**config.mk**
```make
export PLATFORM = sky130hd
export DESIGN_NAME = l2_decision_ctrl
export DESIGN_NICKNAME = d
export VERILOG_FILES = /design/src/rtl/l2hs_pkg.sv /design/src/rtl/l2hs_sequencer.sv /design/src/rtl/l2hs_header_check.sv /design/src/rtl/l2hs_readout_ram.sv /design/src/rtl/l2_decision_ctrl.sv
export SDC_FILE = /design/constraint.sdc
export NUM_CORES = 2
export LEC_CHECK = 0
export BUFFER_PORTS_ARGS = -buffer_cell sky130_fd_sc_hd__buf_4
export CAP_MARGIN = 20
export CORE_ASPECT_RATIO = 1.2
export CORE_MARGIN = 4
export CORE_UTILIZATION = 60
export DETAILED_ROUTE_END_ITERATION = 16
export HOLD_SLACK_MARGIN = 0.02
export PLACE_DENSITY_LB_ADDON = 0.05
export SLEW_MARGIN = 20
export SYNTH_ARGS = -nofsm -noshare
export SYNTH_HDL_FRONTEND = slang
export SYNTH_SLANG_ARGS = --single-unit
export TNS_END_PERCENT = 50
```
**constraint.sdc**
```tcl
create_clock -name clk -period 5.65 [get_ports clk]
set_input_delay 1.4125 -clock clk [delete_from_list [all_inputs] [get_ports clk]]
set_output_delay 1.4125 -clock clk [all_outputs]
set_load 0.02 [all_outputs]
```
**src/rtl/l2hs_pkg.sv**
```systemverilog
package l2hs_pkg;
    localparam int BUF_W       = 2;
    localparam int NBUF        = 1 << BUF_W;
    localparam int BC_W        = 8;
    // header field positions, decoded by the checker and sequencer
    localparam int HDR_BUF_LSB = 0;
    localparam int HDR_BC_LSB  = 8;
    localparam int HDR_DEC_BIT = 31;

    typedef enum logic [2:0] {
        ST_IDLE,
        ST_WAIT,
        ST_RECV,
        ST_DELAY,
        ST_SHAKE,
        ST_RELEASE
    } state_e;

    typedef enum logic [1:0] {
        OC_NONE,
        OC_ACCEPT,
        OC_REJECT,
        OC_TIMEOUT
    } outcome_e;
endpackage

```
**src/rtl/l2hs_sequencer.sv**
```systemverilog
module l2hs_sequencer
    import l2hs_pkg::*;
#(
    parameter int CNT_W = 16
) (
    input  logic             clk,
    input  logic             rst_n,
    input  logic             l1a_i,
    input  logic [BUF_W-1:0] l1a_buf_i,
    input  logic [BC_W-1:0]  l1a_bc_i,
    input  logic             dec_valid_i,
    input  logic             dec_accept_i,
    input  logic             dec_last_i,
    input  logic [CNT_W-1:0] delay_i,
    input  logic [CNT_W-1:0] timeout_i,
    input  logic             ts_ack_i,
    output logic             strobe_o,
    output logic             accept_o,
    output logic             reject_o,
    output logic             timeout_o,
    output logic             overrun_o,
    output logic             wr_en_o,
    output logic             wr_first_o,
    output logic [BUF_W-1:0] lat_buf_o,
    output logic [BC_W-1:0]  lat_bc_o
);
    typedef struct packed {
        state_e             state;
        outcome_e           outcome;
        logic [CNT_W-1:0]   cnt;
        logic [BUF_W-1:0]   l1_buf;
        logic [BC_W-1:0]    l1_bc;
        logic               overrun;
    } seq_t;

    seq_t seq_d, seq_q;

    always_comb begin
        seq_d      = seq_q;
        wr_en_o    = 1'b0;
        wr_first_o = 1'b0;
        if (l1a_i && seq_q.state != ST_IDLE) begin
            seq_d.overrun = 1'b1;
        end
        case (seq_q.state)
            ST_IDLE: begin
                if (l1a_i) begin
                    seq_d.state  = ST_WAIT;
                    seq_d.cnt    = '0;
                    seq_d.l1_buf = l1a_buf_i;
                    seq_d.l1_bc  = l1a_bc_i;
                end
            end
            ST_WAIT: begin
                if (dec_valid_i) begin
                    wr_en_o       = 1'b1;
                    wr_first_o    = 1'b1;
                    seq_d.outcome = dec_accept_i ? OC_ACCEPT : OC_REJECT;
                    seq_d.cnt     = '0;
                    seq_d.state   = dec_last_i ? ST_DELAY : ST_RECV;
                end else if (seq_q.cnt == timeout_i) begin
                    seq_d.outcome = OC_TIMEOUT;
                    seq_d.state   = ST_SHAKE;
                end else begin
                    seq_d.cnt = seq_q.cnt + 1'b1;
                end
            end
            ST_RECV: begin
                if (dec_valid_i) begin
                    wr_en_o = 1'b1;
                    if (dec_last_i) begin
                        seq_d.state = ST_DELAY;
                        seq_d.cnt   = '0;
                    end
                end
            end
            ST_DELAY: begin
                if (seq_q.cnt == delay_i) begin
                    seq_d.state = ST_SHAKE;
                end else begin
                    seq_d.cnt = seq_q.cnt + 1'b1;
                end
            end
            ST_SHAKE: begin
                if (ts_ack_i) begin
                    seq_d.state = ST_RELEASE;
                end
            end
            ST_RELEASE: begin
                if (!ts_ack_i) begin
                    seq_d.state   = ST_IDLE;
                    seq_d.outcome = OC_NONE;
                end
            end
            default: seq_d.state = ST_IDLE;
        endcase
    end

    always_ff @(posedge clk) begin
        if (!rst_n) begin
            seq_q <= '{state: ST_IDLE, outcome: OC_NONE, default: '0};
        end else begin
            seq_q <= seq_d;
        end
    end

    assign strobe_o  = (seq_q.state == ST_SHAKE);
    assign accept_o  = strobe_o && (seq_q.outcome == OC_ACCEPT);
    assign reject_o  = strobe_o && (seq_q.outcome == OC_REJECT);
    assign timeout_o = strobe_o && (seq_q.outcome == OC_TIMEOUT);
    assign overrun_o = seq_q.overrun;
    assign lat_buf_o = seq_q.l1_buf;
    assign lat_bc_o  = seq_q.l1_bc;

    // an idle accept always opens the header wait
    a_r2_idle_accept_taken: assert property (@(posedge clk) disable iff (!rst_n)
        (seq_q.state == ST_IDLE && l1a_i) |=> (seq_q.state == ST_WAIT));
    // a header taken in the wait state never ends in timeout
    a_r4_header_beats_timeout: assert property (@(posedge clk) disable iff (!rst_n)
        wr_first_o |=> (seq_q.outcome != OC_TIMEOUT));
    // exactly one outcome under the strobe
    a_r5_single_outcome: assert property (@(posedge clk) disable iff (!rst_n)
        strobe_o |-> ($countones({accept_o, reject_o, timeout_o}) == 1));
    // outcome held until acknowledged
    a_r6_hold_until_ack: assert property (@(posedge clk) disable iff (!rst_n)
        (strobe_o && !ts_ack_i) |=> (strobe_o && $stable({accept_o, reject_o, timeout_o})));
    // strobe released once acknowledged
    a_r6_drop_on_ack: assert property (@(posedge clk) disable iff (!rst_n)
        (strobe_o && ts_ack_i) |=> !strobe_o);
    // no rearm while acknowledge is still high
    a_r6_wait_ack_low: assert property (@(posedge clk) disable iff (!rst_n)
        (seq_q.state == ST_RELEASE && ts_ack_i) |=> (seq_q.state == ST_RELEASE));
    // overrun flag is sticky
    a_r8_overrun_sticky: assert property (@(posedge clk) disable iff (!rst_n)
        overrun_o |=> overrun_o);
endmodule

```
**src/rtl/l2hs_header_check.sv**
```systemverilog
module l2hs_header_check
    import l2hs_pkg::*;
(
    input  logic             clk,
    input  logic             rst_n,
    input  logic             hdr_stb_i,
    input  logic [BUF_W-1:0] hdr_buf_i,
    input  logic [BC_W-1:0]  hdr_bc_i,
    input  logic [BUF_W-1:0] exp_buf_i,
    input  logic [BC_W-1:0]  exp_bc_i,
    output logic             mismatch_o
);
    typedef struct packed {
        logic mismatch;
    } chk_t;

    chk_t chk_d, chk_q;
    logic differs;

    always_comb begin
        chk_d   = chk_q;
        differs = (hdr_buf_i != exp_buf_i) || (hdr_bc_i != exp_bc_i);
        if (hdr_stb_i && differs) begin
            chk_d.mismatch = 1'b1;
        end
    end

    always_ff @(posedge clk) begin
        if (!rst_n) begin
            chk_q <= '0;
        end else begin
            chk_q <= chk_d;
        end
    end

    assign mismatch_o = chk_q.mismatch;

    // flag stays set
    a_r7_mismatch_sticky: assert property (@(posedge clk) disable iff (!rst_n)
        mismatch_o |=> mismatch_o);
    // a differing header is always flagged
    a_r7_mismatch_seen: assert property (@(posedge clk) disable iff (!rst_n)
        (hdr_stb_i && hdr_bc_i != exp_bc_i) |=> mismatch_o);
endmodule

```
**src/rtl/l2hs_readout_ram.sv**
```systemverilog
module l2hs_readout_ram
    import l2hs_pkg::*;
#(
    parameter int DATA_W = 32,
    parameter int DEPTH  = 16,
    localparam int AW    = $clog2(DEPTH)
) (
    input  logic              clk,
    input  logic              rst_n,
    input  logic              wr_en_i,
    input  logic              wr_first_i,
    input  logic [BUF_W-1:0]  wr_buf_i,
    input  logic [DATA_W-1:0] wr_data_i,
    input  logic [BUF_W-1:0]  rd_buf_i,
    input  logic [AW-1:0]     rd_addr_i,
    output logic [DATA_W-1:0] rd_data_o,
    output logic [AW:0]       rd_count_o
);
    localparam logic [AW:0] DEPTH_L = (AW+1)'(DEPTH);

    typedef struct packed {
        logic [AW:0]            idx;
        logic [NBUF-1:0][AW:0]  cnt;
    } ram_t;

    ram_t ram_d, ram_q;
    logic              mem_we;
    logic [AW-1:0]     mem_addr;
    logic [DATA_W-1:0] mem [NBUF*DEPTH];

    always_comb begin
        ram_d    = ram_q;
        mem_we   = 1'b0;
        mem_addr = '0;
        if (wr_en_i) begin
            if (wr_first_i) begin
                mem_we              = 1'b1;
                ram_d.idx           = (AW+1)'(1);
                ram_d.cnt[wr_buf_i] = (AW+1)'(1);
            end else if (ram_q.idx < DEPTH_L) begin
                mem_we              = 1'b1;
                mem_addr            = ram_q.idx[AW-1:0];
                ram_d.idx           = ram_q.idx + 1'b1;
                ram_d.cnt[wr_buf_i] = ram_q.idx + 1'b1;
            end
        end
    end

    always_ff @(posedge clk) begin
        if (!rst_n) begin
            ram_q <= '0;
        end else begin
            ram_q <= ram_d;
        end
    end

    always_ff @(posedge clk) begin
        if (mem_we) begin
            mem[{wr_buf_i, mem_addr}] <= wr_data_i;
        end
    end

    assign rd_data_o  = mem[{rd_buf_i, rd_addr_i}];
    assign rd_count_o = ram_q.cnt[rd_buf_i];

    for (genvar g = 0; g < NBUF; g++) begin : g_cnt_chk
        // count never exceeds the slot depth
        a_r9_count_limit: assert property (@(posedge clk) disable iff (!rst_n)
            ram_q.cnt[g] <= DEPTH_L);
        // other buffers keep their count
        a_r10_others_untouched: assert property (@(posedge clk) disable iff (!rst_n)
            !(wr_en_i && wr_buf_i == BUF_W'(g)) |=> $stable(ram_q.cnt[g]));
    end
endmodule

```
**src/rtl/l2_decision_ctrl.sv**
```systemverilog
module l2_decision_ctrl
    import l2hs_pkg::*;
#(
    parameter int DATA_W = 32,
    parameter int DEPTH  = 16,
    parameter int CNT_W  = 16,
    localparam int AW    = $clog2(DEPTH)
) (
    input  logic              clk,
    input  logic              rst_n,
    input  logic              l1a_i,
    input  logic [BUF_W-1:0]  l1a_buf_i,
    input  logic [BC_W-1:0]   l1a_bc_i,
    input  logic              dec_valid_i,
    input  logic [DATA_W-1:0] dec_data_i,
    input  logic              dec_last_i,
    input  logic [CNT_W-1:0]  delay_cfg_i,
    input  logic [CNT_W-1:0]  timeout_cfg_i,
    input  logic              ts_ack_i,
    output logic              ts_strobe_o,
    output logic              l2_accept_o,
    output logic              l2_reject_o,
    output logic              l2_timeout_o,
    output logic              mismatch_o,
    output logic              overrun_o,
    input  logic [BUF_W-1:0]  rd_buf_i,
    input  logic [AW-1:0]     rd_addr_i,
    output logic [DATA_W-1:0] rd_data_o,
    output logic [AW:0]       rd_count_o
);
    logic             wr_en;
    logic             wr_first;
    logic [BUF_W-1:0] lat_buf;
    logic [BC_W-1:0]  lat_bc;

    l2hs_sequencer #(.CNT_W(CNT_W)) i_seq (
        .clk          (clk),
        .rst_n        (rst_n),
        .l1a_i        (l1a_i),
        .l1a_buf_i    (l1a_buf_i),
        .l1a_bc_i     (l1a_bc_i),
        .dec_valid_i  (dec_valid_i),
        .dec_accept_i (dec_data_i[HDR_DEC_BIT]),
        .dec_last_i   (dec_last_i),
        .delay_i      (delay_cfg_i),
        .timeout_i    (timeout_cfg_i),
        .ts_ack_i     (ts_ack_i),
        .strobe_o     (ts_strobe_o),
        .accept_o     (l2_accept_o),
        .reject_o     (l2_reject_o),
        .timeout_o    (l2_timeout_o),
        .overrun_o    (overrun_o),
        .wr_en_o      (wr_en),
        .wr_first_o   (wr_first),
        .lat_buf_o    (lat_buf),
        .lat_bc_o     (lat_bc)
    );

    l2hs_header_check i_chk (
        .clk        (clk),
        .rst_n      (rst_n),
        .hdr_stb_i  (wr_first),
        .hdr_buf_i  (dec_data_i[HDR_BUF_LSB +: BUF_W]),
        .hdr_bc_i   (dec_data_i[HDR_BC_LSB +: BC_W]),
        .exp_buf_i  (lat_buf),
        .exp_bc_i   (lat_bc),
        .mismatch_o (mismatch_o)
    );

    l2hs_readout_ram #(.DATA_W(DATA_W), .DEPTH(DEPTH)) i_ram (
        .clk        (clk),
        .rst_n      (rst_n),
        .wr_en_i    (wr_en),
        .wr_first_i (wr_first),
        .wr_buf_i   (lat_buf),
        .wr_data_i  (dec_data_i),
        .rd_buf_i   (rd_buf_i),
        .rd_addr_i  (rd_addr_i),
        .rd_data_o  (rd_data_o),
        .rd_count_o (rd_count_o)
    );
endmodule

```
==> impl_results.md <==
- Relative slew slack: 22.4%
- Antenna violations before repair: 9
- Final core utilization: 68.8%
- All-Layer GR Usage: 28.4%
- CP Launch Type: input pin
- Synth unique cells: 62
- Main combinational cell family by area after synthesis: multiplexers
- Final worst path period share: 95.5%
- CP Capture Type: primary output
- Reg2reg end: i_ram.mem[0][20]
- HPWL after DPL: 114 mm
- Vias in the first global route: 40,600
- Chip Width: 344 µm
- H-tree depth: 4
- DR iter-0 viols: 4,533
- Io pins: around 130
- Routability cong.: 0.811
- Syn avg cell area: 22.4 µm²
- CTS clk-pin slew, worst paths: 0.06 ns
- Clock Skew: about 0.027 ns
- Most frequent cells in the layout: edfxtp_1 (2,048), mux4_2 (575), buf_4 (256), clkbuf_16 (199), nand2_1 (86)
- Status: completed
- Buffer depth of the longest clock path: 3
- Cells on Worst Hold Path: 2
- Area added between synthesis and finish: 13.8%
- Min-Delay Path Class: reg -> reg
- Routed len/inst: 33.3 µm
- Peak VDD IR: 0.000329 V
- Synth Cell Area: between 80,000 and 90,000 µm²
- Slew Limit Fails: 0
- # setup viols final: 0
- Worst-Skew Late Latency: 0.83 ns
- DRC: 0
- Post-synth EDFFs: 2,048
- Leakage: just under 30 nW
- Post-cts sizing count: 0
- TNS Setup: 0 ns
- P per Cell Area: about 350 nW/µm²
- Async S/R FF share, synth: 0%
- Synth Register Bits: around 2,100
- Fmax: 185 MHz
- Clk sinks: 2,106
- Hold Startpoint: i_seq.lat_bc_o[6]
- Synth Area in Compound Gates: 2.26%
- Vias: a little under 40,000
- Starting density of the core: between 60% and 70%
- Kind of critical path: in -> out
- Placed Area: 86,100 µm²
- Final Critical Period: about 5.4 ns
- Total wire length: 196 mm
- Number of detailed-routing iterations run before antenna repair: 6
- Total Die Area: between 100,000 and 150,000 µm²
- Xor/xnor share of the synthesized area: 0.497%
- Syn_nets: 3,699
- Worst R2R Path Depth: 6
- Final hold vios: 0
- Hold Buf Count CTS: 0
- RSZ-0062 raised after global routing: no
- Top_reg_cell synth: edfxtp_1
- Global route overflow: 0
- Fin area: 92,200 µm²
- Post-synthesis mux area share: 16.7%
- Ys Warns: 0
- Reg2reg setup slack: 1.29 ns
- Sequential fraction of the synthesis area: between 70 and 80%
- Fraction of the mapped netlist area in adder cells: less than 1%
- First-pass GRT wire length: around 290 mm
- DR vias/cell: 6.68
- Cell Rows: between 100 and 150
- Worst path required time: 4.24 ns
- Leading cell type in the layout, fill and taps excluded: edfxtp_1
- DRT antenna net count: 0
- Cell count after synthesis: 3,611
- CORE AREA: 134,000 µm²
- Largest net degree at the start of global routing: 67
- Worst slew pin tran: approximately 1.2 ns
- Post-synthesis simple-gate area fraction: 2.06%
- Hold Path End: i_seq.lat_bc_o[6]
- CTS Root Cell: clkbuf_16
- Final net count: 4,016
- RR Startpoint: i_seq.seq_q[30]
- CTS tree: built
- Fillers: between 8,000 and 9,000
- Die Y: a little over 400 µm
- Tot Pwr: roughly 32 mW
- Max_cap viols: 0
- Post-CTS Setup Inserts: 0
- Max FO, Critical Path: 19
- CTS Buf Count: 195
- Worst EP arrival: ~4 ns
- Port Buffers: 128
- Layout cells sized above 1: 30.4%
sequential cells by signal, summed over array words and instances, names as in the netlist:
name / cells
i_seq.lat_buf_o: 2
i_seq.seq_q: 21
i_ram.mem: 2048
i_chk.mismatch_o: 1
i_ram.ram_q: 25
i_seq.overrun_o: 1
i_seq.lat_bc_o: 8
worst max-delay path by stage:
stage	from	endpoint	slack [ns]	depth (start not counted)
4_1_cts	rd_addr_i[0]	rd_data_o[10]	0.24	8
3_3_place_gp	rd_addr_i[0]	rd_data_o[10]	0.27	8
5_1_grt	rd_addr_i[0]	rd_data_o[20]	0.14	10
3_5_place_dp	rd_addr_i[0]	rd_data_o[10]	0.24	8
6_report	rd_addr_i[0]	rd_data_o[0]	0.25	8
2_1_floorplan	rd_addr_i[0]	rd_data_o[2]	0.80	9
synthesized netlist by cell type (10+ instances only):
cell	n	area [µm²]
a211o_1	24	210
a21oi_1	28	140
a22oi_1	56	420
buf_1	38	143
buf_2	74	370
buf_4	12	90.1
clkbuf_1	76	285
dfxtp_1	58	1160
edfxtp_1	2048	61500
inv_1	10	37.5
mux2i_1	54	541
mux4_2	575	12900
nand2_1	86	323
nand3_1	34	170
nand4_1	31	194
nor2_1	135	507
nor2b_1	16	100
o21ai_0	36	180
o22a_1	22	193
o22ai_1	27	169
xnor2_1	37	324
cell type report:
class | instances | area [µm²] | area share, %
Multi-Input combinational cell | 1291 | 17900 | 19.4
Sequential cell | 2106 | 62700 | 67.9
Clock buffer | 253 | 5220 | 5.66
Timing Repair Buffer | 324 | 3260 | 3.53
Clock inverter | 107 | 892 | 0.967
Tap cell | 1788 | 2240 | 2.43
Antenna cell | 3 | 7.51 | 0.00814
Inverter | 10 | 37.5 | 0.0407
where the power goes:
part | internal [mW] | total (mW) | switching, mW
Sequential | 17.3 | 17.4 | 0.0878
Combinational | 0.818 | 2.13 | 1.31
Clock | 7.06 | 12.6 | 5.55
worst max-delay path, cell delays in order:
cell     delay [ns]
buf_8          0.20
buf_4          0.41
mux4_2         0.55
a22oi_1        0.19
nand3_1        0.17
nand4_1        0.41
o21ai_0        0.33
buf_4          0.25
metrics by stage:
step	setup WS, ns	cells	hold WS (ns)
2_1_floorplan	0.804	3611	0.448
3_3_place_gp	0.265	5519	0.454
3_5_place_dp	0.243	5519	0.459
4_1_cts	0.236	5879	0.474
5_1_grt	0.143	5879	0.492
6_report	0.252	5882	0.475
routing by layer:
metal	up-vias	track usage [%]	part of all wire, %
li1	16000	-	-
met5	-	0	0.012
met3	311	4.39	8.1
met1	21100	40.3	39
met2	1891	47.4	51
met4	4	7.14	2.3
logic make-up after synthesis:
group                    after synthesis
buffers and inverters                214
AO/OA/AOI/OAI                        256
AND/OR/NAND/NOR                      357
flip-flops                          2106
adder cells (fa/ha/maj)                2
XOR/XNOR                              46
multiplexers                         630
No activity file was read; power rests on OpenSTA's default activity.
